--- config.mk ---
export PLATFORM = sky130hd
export DESIGN_NAME = pkt_irq_coalescer
export DESIGN_NICKNAME = d
export VERILOG_FILES = /design/src/rtl/pic_pkg.sv /design/src/rtl/pic_cfg_regs.sv /design/src/rtl/pic_pend_counter.sv /design/src/rtl/pic_wait_timer.sv /design/src/rtl/pkt_irq_coalescer.sv
export SDC_FILE = /design/constraint.sdc
export NUM_CORES = 1
export LEC_CHECK = 0
export BUFFER_PORTS_ARGS = -buffer_cell sky130_fd_sc_hd__buf_4
export CAP_MARGIN = 20
export CORE_ASPECT_RATIO = 2
export CORE_MARGIN = 2
export CORE_UTILIZATION = 35
export CTS_CLUSTER_SIZE = 16
export DETAILED_ROUTE_END_ITERATION = 16
export GPL_ROUTABILITY_DRIVEN = 0
export PLACE_DENSITY = 0.62
export SLEW_MARGIN = 20
export SYNTH_ARGS = -nofsm -noshare
export SYNTH_HDL_FRONTEND = slang
export SYNTH_SLANG_ARGS = --single-unit
export TNS_END_PERCENT = 100
--- constraint.sdc ---
create_clock -name clk -period 2.16 [get_ports clk]
set_clock_uncertainty 0.05 [all_clocks]
set_input_delay 0 -clock clk [delete_from_list [all_inputs] [get_ports clk]]
set_output_delay 0 -clock clk [all_outputs]
set_load 0.01 [all_outputs]
--- src/rtl/pic_pkg.sv ---
package pic_pkg;
  localparam int unsigned PIC_CNT_W    = 8;
  localparam int unsigned PIC_WAIT_W   = 10;
  localparam int unsigned PIC_THR_RST  = 1;
  localparam int unsigned PIC_WAIT_RST = 5;

  typedef enum logic [1:0] {
    DIR_SEND = 2'd1,
    DIR_RECV = 2'd2
  } pic_dir_e;
endpackage

--- src/rtl/pic_cfg_regs.sv ---
module pic_cfg_regs #(
  parameter int unsigned CNT_W    = 8,
  parameter int unsigned WAIT_W   = 10,
  parameter int unsigned THR_RST  = 1,
  parameter int unsigned WAIT_RST = 5
) (
  input  logic              clk,
  input  logic              rst_n,
  input  logic              thr_we,
  input  logic [CNT_W-1:0]  thr_wdata,
  input  logic              wait_we,
  input  logic [WAIT_W-1:0] wait_wdata,
  output logic [CNT_W-1:0]  thr_q,
  output logic [WAIT_W-1:0] wait_q
);
  localparam logic [CNT_W-1:0]  THR_INIT  = CNT_W'(THR_RST);
  localparam logic [WAIT_W-1:0] WAIT_INIT = WAIT_W'(WAIT_RST);

  always_ff @(posedge clk) begin
    if (!rst_n) begin
      thr_q  <= THR_INIT;
      wait_q <= WAIT_INIT;
    end else begin
      if (thr_we)  thr_q  <= thr_wdata;
      if (wait_we) wait_q <= wait_wdata;
    end
  end

  // a write strobe lands its data on the edge
  p_thr_load_r9: assert property (@(posedge clk) disable iff (!rst_n)
    thr_we |=> thr_q == $past(thr_wdata));
endmodule

--- src/rtl/pic_pend_counter.sv ---
module pic_pend_counter #(
  parameter int unsigned CNT_W = 8
) (
  input  logic             clk,
  input  logic             rst_n,
  input  logic             pkt_done,
  input  logic             irq_ack,
  output logic [CNT_W-1:0] cnt_q,
  output logic             cnt_zero
);
  localparam logic [CNT_W-1:0] CNT_MAX = {CNT_W{1'b1}};
  localparam logic [CNT_W-1:0] CNT_ONE = CNT_W'(1);

  always_ff @(posedge clk) begin
    if (!rst_n) begin
      cnt_q <= '0;
    end else if (irq_ack) begin
      cnt_q <= pkt_done ? CNT_ONE : '0;
    end else if (pkt_done && cnt_q != CNT_MAX) begin
      cnt_q <= cnt_q + CNT_ONE;
    end
  end

  assign cnt_zero = (cnt_q == '0);

  // a full counter stays full
  p_no_overflow_r3: assert property (@(posedge clk) disable iff (!rst_n)
    (cnt_q == CNT_MAX && !irq_ack) |=> cnt_q == CNT_MAX);

  // one step per packet below saturation
  p_count_step_r2: assert property (@(posedge clk) disable iff (!rst_n)
    (pkt_done && !irq_ack && cnt_q != CNT_MAX) |=> cnt_q == $past(cnt_q) + CNT_ONE);

  // acknowledge restarts the window
  p_ack_window_r8: assert property (@(posedge clk) disable iff (!rst_n)
    irq_ack |=> cnt_q == ($past(pkt_done) ? CNT_ONE : '0));
endmodule

--- src/rtl/pic_wait_timer.sv ---
module pic_wait_timer #(
  parameter int unsigned WAIT_W = 10
) (
  input  logic              clk,
  input  logic              rst_n,
  input  logic              pkt_done,
  input  logic              pend_zero,
  input  logic              irq_ack,
  input  logic              ms_tick,
  input  logic [WAIT_W-1:0] wait_q,
  output logic              expire
);
  localparam logic [WAIT_W-1:0] MS_MAX = {WAIT_W{1'b1}};
  localparam logic [WAIT_W-1:0] MS_ONE = WAIT_W'(1);

  logic              run_q;
  logic [WAIT_W-1:0] ms_q;
  logic              start;

  assign start  = pkt_done && pend_zero;
  assign expire = run_q && (wait_q != '0) && (ms_q >= wait_q);

  always_ff @(posedge clk) begin
    if (!rst_n) begin
      run_q <= 1'b0;
      ms_q  <= '0;
    end else if (irq_ack) begin
      run_q <= pkt_done;
      ms_q  <= '0;
    end else if (start) begin
      run_q <= 1'b1;
      ms_q  <= '0;
    end else if (expire) begin
      run_q <= 1'b0;
    end else if (run_q && ms_tick && ms_q != MS_MAX) begin
      ms_q <= ms_q + MS_ONE;
    end
  end

  // a window's first packet starts the timer from zero
  p_timer_start_r6: assert property (@(posedge clk) disable iff (!rst_n)
    (start && !irq_ack) |=> (run_q && ms_q == '0));

  // a zero bound never expires
  p_wait_off_r7: assert property (@(posedge clk) disable iff (!rst_n)
    (wait_q == '0) |-> !expire);
endmodule

--- src/rtl/pkt_irq_coalescer.sv ---
module pkt_irq_coalescer
  import pic_pkg::*;
#(
  parameter int unsigned CNT_W    = PIC_CNT_W,
  parameter int unsigned WAIT_W   = PIC_WAIT_W,
  parameter int unsigned THR_RST  = PIC_THR_RST,
  parameter int unsigned WAIT_RST = PIC_WAIT_RST,
  parameter int unsigned CHAN_DIR = 1
) (
  input  logic              clk,
  input  logic              rst_n,
  input  logic              pkt_done,
  input  logic              ms_tick,
  input  logic              irq_ack,
  input  logic              thr_we,
  input  logic [CNT_W-1:0]  thr_wdata,
  input  logic              wait_we,
  input  logic [WAIT_W-1:0] wait_wdata,
  output logic              irq,
  output logic [CNT_W-1:0]  pend_cnt
);
  localparam pic_dir_e DIR = pic_dir_e'(CHAN_DIR[1:0]);

  generate
    if (DIR != DIR_SEND && DIR != DIR_RECV) begin : g_bad_dir
      $error("CHAN_DIR must be 1 (send) or 2 (receive)");
    end
  endgenerate

  logic [CNT_W-1:0]  thr_q;
  logic [WAIT_W-1:0] wait_q;
  logic              pend_zero;
  logic              expire;
  logic              thr_hit;
  logic              irq_q;

  pic_cfg_regs #(
    .CNT_W(CNT_W), .WAIT_W(WAIT_W), .THR_RST(THR_RST), .WAIT_RST(WAIT_RST)
  ) u_cfg (
    .clk(clk), .rst_n(rst_n),
    .thr_we(thr_we), .thr_wdata(thr_wdata),
    .wait_we(wait_we), .wait_wdata(wait_wdata),
    .thr_q(thr_q), .wait_q(wait_q)
  );

  pic_pend_counter #(.CNT_W(CNT_W)) u_cnt (
    .clk(clk), .rst_n(rst_n),
    .pkt_done(pkt_done), .irq_ack(irq_ack),
    .cnt_q(pend_cnt), .cnt_zero(pend_zero)
  );

  pic_wait_timer #(.WAIT_W(WAIT_W)) u_tmr (
    .clk(clk), .rst_n(rst_n),
    .pkt_done(pkt_done), .pend_zero(pend_zero), .irq_ack(irq_ack),
    .ms_tick(ms_tick), .wait_q(wait_q), .expire(expire)
  );

  assign thr_hit = !pend_zero && (pend_cnt >= thr_q);

  always_ff @(posedge clk) begin
    if (!rst_n)        irq_q <= 1'b0;
    else if (irq_ack)  irq_q <= 1'b0;
    else if (thr_hit || expire) irq_q <= 1'b1;
  end

  assign irq = irq_q;

  // the interrupt holds until acknowledged
  p_irq_sticky_r5: assert property (@(posedge clk) disable iff (!rst_n)
    (irq && !irq_ack) |=> irq);

  // acknowledge drops the interrupt
  p_ack_clears_r8: assert property (@(posedge clk) disable iff (!rst_n)
    irq_ack |=> !irq);

  // pending at or above threshold raises the interrupt
  p_thr_fire_r4: assert property (@(posedge clk) disable iff (!rst_n)
    (pend_cnt != '0 && pend_cnt >= thr_q && !irq_ack) |=> irq);
endmodule

==> out/qor.txt, run 1 <==
Synth Net Count: 280
Fmax achieved: 0.476 GHz
Total Neg Setup Slack: 0 ns
FF+latch area: 772 um2
Critical Path Sink Type: register
Post-route cell area: 2950 um2
DRT antenna net count: 0
H-Tree Level Count: 2
Worst EP arrival: 2.26 ns
Hold WC Path Type: input port to register
DR vias/cell: 5.12
Final Util: 50.0%
Inserted Clock Buffers: 5
Number of global-route vias before repair: 1775
CTS sink cnt: 38
Gr usage total: 14.6%
WL per Instance: 12.7 um
CTS Buffer Depth: 2
Peak supply drop: 0.494 mV
Seq/Total Area, Yosys: 36.1%
Via count: 1859
PortBufs: 33
Fraction of layout cells with a size suffix above 1: 27.7%
Cell row count: 40
HPWL after detailed placement: 3270 um
Starting DRT DRC Count: 56
Starting Density: 35.7%
DRC: 3
Die width: 58.9 um
Met2 WL post-DR: 2290 um
Setup Crit Path Kind: register to register
Die height: 114 um
Outcome: complete, but fails checks
1st-pass router iterations: 10
Initial antenna violation count: 0
Wire length of the first global-routing pass: 7780 um
Data required time of the worst path: 2.31 ns
Final Non-Filler Cells: 363
Hold depth: 2
Mean Syn Cell Area: 9.01 um2
Leading area contributor after synthesis: dfxtp_1
Most frequent cells in the layout: buf_4 (43), dfxtp_1 (29), dlygate4sd3_1 (22)
Core area: 5910 um2
Mapped Cells: 234
Metal-1 WL: 2170 um
Grt ovf: 0
Maximum fanout along the worst path: 8
Final hold vios: 0
Max capacitance violation total: 0
EDFF count, synth: 0
CTS tree: yes
Asr flop ratio synth: 0%
Failing checks: DRC
Inst Count DP: 330
Worst-path clk slew: 0.05 ns
DP Area: 2450 um2
Die area: 6700 um2
Rel. slew slack: 73.2%
Antenna Cells: 0
Leakage power: 1.25 nW
Least-Margin Pin Slew: 0.401 ns
Synthesized flop and latch total: 38
Ports: 34
Area of the multi-input gates: 1330 um2
CTS root buffer: clkbuf_16
Top sig layer: met4
Synth area leaders: dfxtp_1 (36%), ha_1 (12%), mux2i_1 (8.1%)
Largest net degree at the start of global routing: 23
Fin nets: 347
Final-report setup violation count: 0
R2R setup slack: 0.06 ns
Yosys cell types: 44
Most common cell after layout, fill and taps aside: buf_4
Routed wl met3: 136 um
Filler instances: 555
Yosys top cell area share: 36.1%
Power Density: 568 nW/um2
Total detailed-routing wirelength: 4620 um
Ys Warns: 0
Cell area after synthesis: 2110 um2
Final min period: 2.10 ns
Fin. max-slew vios: 0
Area grow syn2layout: 40.1%
Main flop type after synthesis: dfxtp_1
Clk_lat worst skew: 0.27 ns
Number of cells on the worst reg-to-reg path: 7
Critical Path Source Type: register
Period utilization: 97.3%
-- critical path, stage by stage, from the launching register on --
cell,delay [ns]
dfxtp_1,0.40
ha_4,0.23
a21oi_1,0.13
o21ai_1,0.11
a21o_2,0.26
a21o_4,0.22
or4_4,0.48
a21oi_2,0.15
-- metal layers --
layer  global-route usage (%)  vias up
met5                        0        -
met4                     4.24        0
met3                     2.83        2
met2                     24.0       36
met1                     19.0      862
li1                         -      959
-- state kept, by name, indices dropped and copies added (netlist names) --
signal,cells
u_cfg.wait_q,10
u_tmr.ms_q,10
u_cnt.cnt_q,8
u_cfg.thr_q,8
u_tmr.run_q,1
irq,1
-- logic make-up after synthesis --
logic type / share of synthesized area, %
DFF: 36.1
AOI/OAI and AO/OA: 13.9
muxes: 8.07
xor gates and xnor gates: 3.32
buffers and inverters: 5.58
and+or+nand+nor: 20.5
adders and majority gates: 12.5
-- report_power, final --
part           internal, mW  switching, mW  total, mW
Sequential            0.728         0.0200      0.748
Clock                 0.445          0.247      0.693
Combinational         0.136          0.101      0.237
Total                  1.31          0.368       1.68
-- cell usage after synthesis (2+ instances only) --
library cell	instances
a21o_1	4
a21oi_1	15
clkbuf_1	3
dfxtp_1	38
ha_1	21
inv_1	23
mux2i_1	17
nand2_1	15
nand2b_1	2
nand3_1	8
nand4_1	7
nor2_1	13
nor2b_1	15
nor4_2	2
o211ai_1	2
o21a_1	2
o21ai_1	3
o31ai_1	4
or2_1	2
or3_1	4
or4_1	5
xnor2_1	3
xor2_1	5
-- repair_timing --
action / in CTS / in global routing
endpoints found under the setup margin: 3 / 8
pin swaps: 1 / 13
gates cloned: 0 / 0
hold endpoints to repair: 19 / 0
hold buffers: 22 / 0
resized for setup: 3 / 29
setup buffers: 3 / 2
-- layout make-up --
cell class / instances / area share (%)
clock buffer: 6 / 4.70
sequential: 38 / 26.1
timing repair buffer: 66 / 18.6
multi-input combinational: 167 / 44.9
tap: 63 / 2.67
inverter: 23 / 2.92
-- worst paths after layout --
check / from / end
setup / recovery: u_tmr.ms_q[7] / u_tmr.ms_q[9]
setup reg to reg: u_tmr.ms_q[7] / u_tmr.ms_q[9]
hold reg to reg: irq / irq
hold / removal: rst_n / u_cfg.wait_q[8]
-- metrics by stage --
stage	hold slack [ns]	power, mW	setup slack (ns)
after detailed placement	0.174	0.944	-0.0378
final	0.0426	1.68	0.0579
after global placement	0.168	0.937	0.0259
after CTS	0.0470	1.68	0.00667
after global routing	0.0557	1.75	-0.0134
after floorplan	0.0787	0.876	0.102
No activity file was read; power rests on OpenSTA's default activity.
==> run 2: changes to the inputs <==
==> constraint.sdc (replaced) <==
create_clock -name clk -period 2.16 [get_ports clk]
set_clock_uncertainty 0.05 [all_clocks]
set_input_delay 0.216 -clock clk [delete_from_list [all_inputs] [get_ports clk]]
set_output_delay 0.216 -clock clk [all_outputs]
set_load 0.01 [all_outputs]
==> run 2 against run 1 <==
Effect of this change:
- the flow still finishes with violations (DRC)
- setup slack about the same
- register-to-register slack about the same
- sequential cell count unchanged
- critical path depth unchanged
- clock-buffer cell count unchanged
- first-iteration DRC count increased by 13%
- total power decreased by 1.8%
- die area unchanged
- critical path type unchanged
- critical endpoint unchanged
==> out/qor.txt, run 2 (same netlist as run 1, synthesis figures left out) <==
Outcome: complete, but fails checks
Failing checks: DRC
DRT antenna net count: 0
Most frequent cells in the layout: buf_4 (43), dfxtp_1 (30), inv_1 (21)
Final hold vios: 0
Critical Path Sink Type: register
Die width: 58.9 um
Clk_lat worst skew: 0.27 ns
HPWL after detailed placement: 3270 um
Final Util: 46.3%
DRC: 3
Biggest regs: u_cfg.wait_q x10, u_tmr.ms_q x10
Inserted Clock Buffers: 5
Data required time of the worst path: 2.32 ns
Switch share: 22.2%
Die height: 114 um
Number of global-route vias before repair: 1711
Hold WC Path Type: input port to register
Wire length of the first global-routing pass: 7510 um
Combinational share of power: 12.4%
Final-report setup violation count: 0
Antenna Cells: 0
Total detailed-routing wirelength: 4470 um
Via count: 1765
PortBufs: 33
Least-Margin Pin Slew: 0.401 ns
Max capacitance violation total: 0
Ports: 34
Fraction of layout cells with a size suffix above 1: 29.1%
Period utilization: 97.3%
Critical Path Source Type: register
Worst EP arrival: 2.26 ns
1st-pass router iterations: 11
Die area: 6700 um2
Most common cell after layout, fill and taps aside: buf_4
CTS tree: yes
WL per Instance: 13.1 um
Starting Density: 35.7%
Power Density: 603 nW/um2
Core area: 5910 um2
Rel. slew slack: 73.2%
DR vias/cell: 5.18
Worst-path clk slew: 0.05 ns
P_sw: 0.366 mW
Clock group share of total power: 42.3%
Final min period: 2.10 ns
Fmax achieved: 0.476 GHz
Post-route cell area: 2730 um2
Starting DRT DRC Count: 63
Leakage power: 1.16 nW
Cell row count: 40
Flop pwr share: 45.3%
DP Area: 2450 um2
CTS Buffer Depth: 2
Total Neg Setup Slack: 0 ns
Setup Crit Path Kind: register to register
Initial antenna violation count: 0
Fin nets: 325
Maximum fanout along the worst path: 8
Gr usage total: 14.1%
H-Tree Level Count: 2
CTS sink cnt: 38
Fin. max-slew vios: 0
Largest net degree at the start of global routing: 23
CTS root buffer: clkbuf_16
Grt ovf: 0
Area grow syn2layout: 29.6%
Power Internal: 1.28 mW
Peak supply drop: 0.487 mV
-- run 2: area by class of cell --
cell class | count | area [um2]
inverter | 23 | 86.3
timing repair buffer | 44 | 330
sequential | 38 | 771
tap | 63 | 78.8
clock buffer | 6 | 139
multi-input combinational | 167 | 1330
fill | 580 | 3170
-- run 2: final timing paths --
| path | to | depth (start not counted) | slack, ns | from |
|---|---|---|---|---|
| setup / recovery | u_tmr.ms_q[9] | 7 | 0.06 | u_tmr.ms_q[7] |
| hold / removal | u_cfg.thr_q[0] | 3 | 0.11 | thr_wdata[0] |
| setup reg to reg | u_tmr.ms_q[9] | 7 | 0.06 | u_tmr.ms_q[7] |
| hold reg to reg | irq | 2 | 0.41 | irq |
-- run 2: worst max-delay path, cell delays in order (launching register included) --
cell	delay, ns
dfxtp_1	0.40
ha_4	0.23
a21oi_1	0.13
o21ai_1	0.11
a21o_2	0.26
a21o_4	0.22
or4_4	0.49
a21oi_2	0.14
-- run 2: through the flow --
stage	std cells	hold WS, ns	power, mW	setup slack (ns)
2_1_floorplan	234	0.295	0.876	0.102
3_3_place_gp	330	0.384	0.937	0.0259
3_5_place_dp	330	0.390	0.944	-0.0378
4_1_cts	339	0.106	1.65	0.00667
5_1_grt	341	0.123	1.72	-0.0140
6_report	341	0.106	1.65	0.0583
-- run 2: repair_timing --
action	in CTS	in global routing
setup endpoints to repair	3	8
pin swaps	1	13
gates cloned	0	0
hold buffers	0	0
setup buffers	3	2
gates resized for setup	3	27
-- run 2: power groups by stage --
stage,registers (mW),clock network [mW],logic [mW]
global placement,0.758,0,0.179
global route,0.751,0.739,0.230
finish,0.747,0.697,0.204
CTS,0.745,0.710,0.192
detailed placement,0.759,0,0.185
floorplan,0.756,0,0.120
-- run 2: layer usage --
layer | global-route usage [%] | up-vias | wire (um)
met5 | 0 | - | 0
met4 | 4.39 | 0 | 28
met3 | 2.95 | 4 | 198
met2 | 23.0 | 46 | 2200
met1 | 18.4 | 799 | 2040
li1 | - | 916 | -
==> run 3: changes to the inputs <==
--- a/config.mk
+++ b/config.mk
@@ -5,6 +5,7 @@
 export SDC_FILE = /design/constraint.sdc
 export NUM_CORES = 1
 export LEC_CHECK = 0
+export ABC_AREA = 1
 export BUFFER_PORTS_ARGS = -buffer_cell sky130_fd_sc_hd__buf_4
 export CAP_MARGIN = 20
 export CORE_ASPECT_RATIO = 2
@@ -14,7 +15,7 @@
 export DETAILED_ROUTE_END_ITERATION = 16
 export GPL_ROUTABILITY_DRIVEN = 0
 export PLACE_DENSITY = 0.62
-export SLEW_MARGIN = 20
+export SLEW_MARGIN = 0
 export SYNTH_ARGS = -nofsm -noshare
 export SYNTH_HDL_FRONTEND = slang
 export SYNTH_SLANG_ARGS = --single-unit
==> constraint.sdc (replaced) <==
create_clock -name clk -period 2.16 [get_ports clk]
set_clock_uncertainty 0.05 [all_clocks]
set_input_delay 0.432 -clock clk [delete_from_list [all_inputs] [get_ports clk]]
set_output_delay 0.432 -clock clk [all_outputs]
set_load 0.01 [all_outputs]
==> run 3 against run 2 <==
Effect of this change:
- the run now ends clean
- sequential cell count unchanged
- synthesized cell count grew 26%
- utilization shrank 2.3 points
- setup slack better by 0.18 ns
- routed wire length grew 23%
- area after synthesis is 3.4% higher
- largest cell class unchanged
==> out/qor.txt, run 3 <==
Outcome: completed
Crit path cell chain: ha_1 > nand2_1 > inv_1 > nand2_1 > nand2_1 > nand2_1 > nand3_1 > nand2_2 > nand2_4 > nand2_1 > a21oi_1
Leading area contributor after synthesis: dfxtp_1
# hold bufs at CTS: 0
DRC: 0
CP max-delay cell: dfxtp_1
Main combinational cell family by area after synthesis: simple AND/OR/NAND/NOR gates
Mean Syn Cell Area: 7.36 um2
Most common cell after layout, fill and taps aside: nand2_1
PortBufs: 33
Setup Crit Path Kind: register to register
Hold depth: 3
Compound-cell area share of the yosys netlist: 16.4%
DRT antenna net count: 0
Fin nets: 381
CTS tree: yes
Least-Margin Pin Slew: 0.462 ns
FF-to-FF Start: u_tmr.ms_q[5]
Total chip power: 1.61 mW
H-Tree Level Count: 2
Starting Density: 36.3%
1st-pass router iterations: 6
Core area: 6010 um2
EDFF count, synth: 0
CTS root buffer: clkbuf_16
DP Area: 2510 um2
Critical Path Source Type: register
Filler instances: 621
Clk_lat worst skew: 0.28 ns
CTS sink cnt: 38
Max capacitance violation total: 0
Post-place setup slack: 0.287 ns
Synth Area in Adders: 12.1%
Metal-1 WL: 1890 um
Final hold vios: 0
Final Non-Filler Cells: 398
Synth Net Count: 342
Inst Count DP: 391
Rel. slew slack: 69.2%
Area grow syn2layout: 21.1%
Most frequent cells in the layout: nand2_1 (54), inv_1 (41), a21oi_1 (38), dfxtp_1 (38), buf_4 (37)
Fmax achieved: 0.521 GHz
Worst-path clk slew: 0.05 ns
Leakage power: 1.21 nW
WL per Instance: 13.8 um
Post-route cell area: 2640 um2
Worst EP arrival: 2.01 ns
Total detailed-routing wirelength: 5490 um
Die area: 6910 um2
Wire length of the first global-routing pass: 9230 um
Period utilization: 88.8%
Most frequent CP cell: nand2_1
Biggest regs: u_cfg.wait_q x10, u_tmr.ms_q x10
Most common cell in the synthesized netlist: nand2_1
Met2 WL post-DR: 3130 um
Main flop type after synthesis: dfxtp_1
Peak supply drop: 0.597 mV
Die width: 59.8 um
Power Density: 609 nW/um2
Fraction of layout cells with a size suffix above 1: 17.3%
Xor-xnor portion of the synthesized cell area: 2.81%
Routed wl met3: 202 um
RSZ-0062 raised after global routing: false
Cell area after synthesis: 2180 um2
Inserted Clock Buffers: 5
Cell row count: 40
Critical Path Max Stage Delay: 0.46 ns
DR vias/cell: 5.11
Final min period: 1.92 ns
Grt ovf: 0
WHS Endpoint: u_cfg.thr_q[0]
Postcts setup bufs: 0
Synth area leaders: dfxtp_1 (35%), ha_1 (12%), nand2_1 (9.3%)
Starting DRT DRC Count: 18
Antenna Cells: 0
Die height: 116 um
Total Neg Setup Slack: 0 ns
Crit path from: u_tmr.ms_q[5]
Mapped Cells: 296
Largest net degree at the start of global routing: 19
Setup ws final: 0.242 ns
R2R setup slack: 0.24 ns
Mux contribution to synthesized area: 0%
Fraction of the mapped netlist area in simple logic gates: 24.9%
CTS resizes: 0
HPWL after detailed placement: 4380 um
Top sig layer: met4
CTS Buffer Depth: 2
Most frequent cells after synthesis: nand2_1 (54), inv_1 (41), a21oi_1 (38), dfxtp_1 (38), nand3_1 (27)
FF+latch area: 761 um2
CP delay by family, top: simple AND/OR/NAND/NOR gates
Hold WC Path Type: input port to register
Seq/Total Area, Yosys: 34.9%
Ys Warns: 0
Yosys top cell area share: 34.9%
Yosys cell types: 29
Data required time of the worst path: 2.25 ns
Synthesized flop and latch total: 38
Final-report setup violation count: 0
Initial antenna violation count: 0
Via count: 2032
Ports: 34
Reg-to-Reg End: u_tmr.ms_q[7]
Critical Path Sink Type: register
Hold Crit Start: thr_wdata[0]
Gr usage total: 18.0%
CP Buf/Inv Count: 1
Number of global-route vias before repair: 2092
Area of the multi-input gates: 1220 um2
Maximum fanout along the worst path: 12
Number of cells on the worst reg-to-reg path: 11
Fin. max-slew vios: 0
Asr flop ratio synth: 0%
==> run 3: tightest hold or removal path, stage by stage <==
cell and delay (ns):
buf_4 0.07, nand2_1 0.04, nand3_1 0.06
==> run 3: per-layer routing <==
metal,GRT usage (%),up-vias
met5,0,-
met4,10.8,0
met3,4.24,16
met2,33.9,43
met1,16.2,916
li1,-,1057
==> run 3: worst max-delay path by stage <==
stage                                to  cells past startpoint
after global routing      u_tmr.ms_q[9]                     12
after detailed placement  u_tmr.ms_q[7]                     11
final                     u_tmr.ms_q[7]                     11
after floorplan           u_tmr.ms_q[1]                      9
after global placement    u_tmr.ms_q[6]                     11
after CTS                 u_tmr.ms_q[7]                     11
==> run 3: stage by stage <==
stage / hold WS, ns / utilization [%]
after detailed placement: 0.407 / 41.7
after CTS: 0.305 / 43.9
after global routing: 0.326 / 43.9
after global placement: 0.399 / 41.7
final: 0.310 / 43.9
after floorplan: 0.383 / -
==> run 3: kinds of logic after synthesis <==
| group | count (synthesis) |
|---|---|
| buf+inv | 49 |
| fa+ha+maj | 21 |
| flops | 38 |
| simple gates | 116 |
| xor+xnor | 7 |
| compound gates | 65 |
==> run 3: final cells by class <==
class                           count  area share [%]
Multi-Input combinational cell    209            46.4
Sequential cell                    38            28.8
Timing Repair Buffer               37            10.5
Inverter                           44            6.26
Clock buffer                        7            5.03
Tap cell                           63            2.99
==> run 3: power breakdown <==
group / switching [mW] / internal, mW
combinational: 0.104 / 0.0764
clock: 0.261 / 0.422
sequential: 0.0146 / 0.730
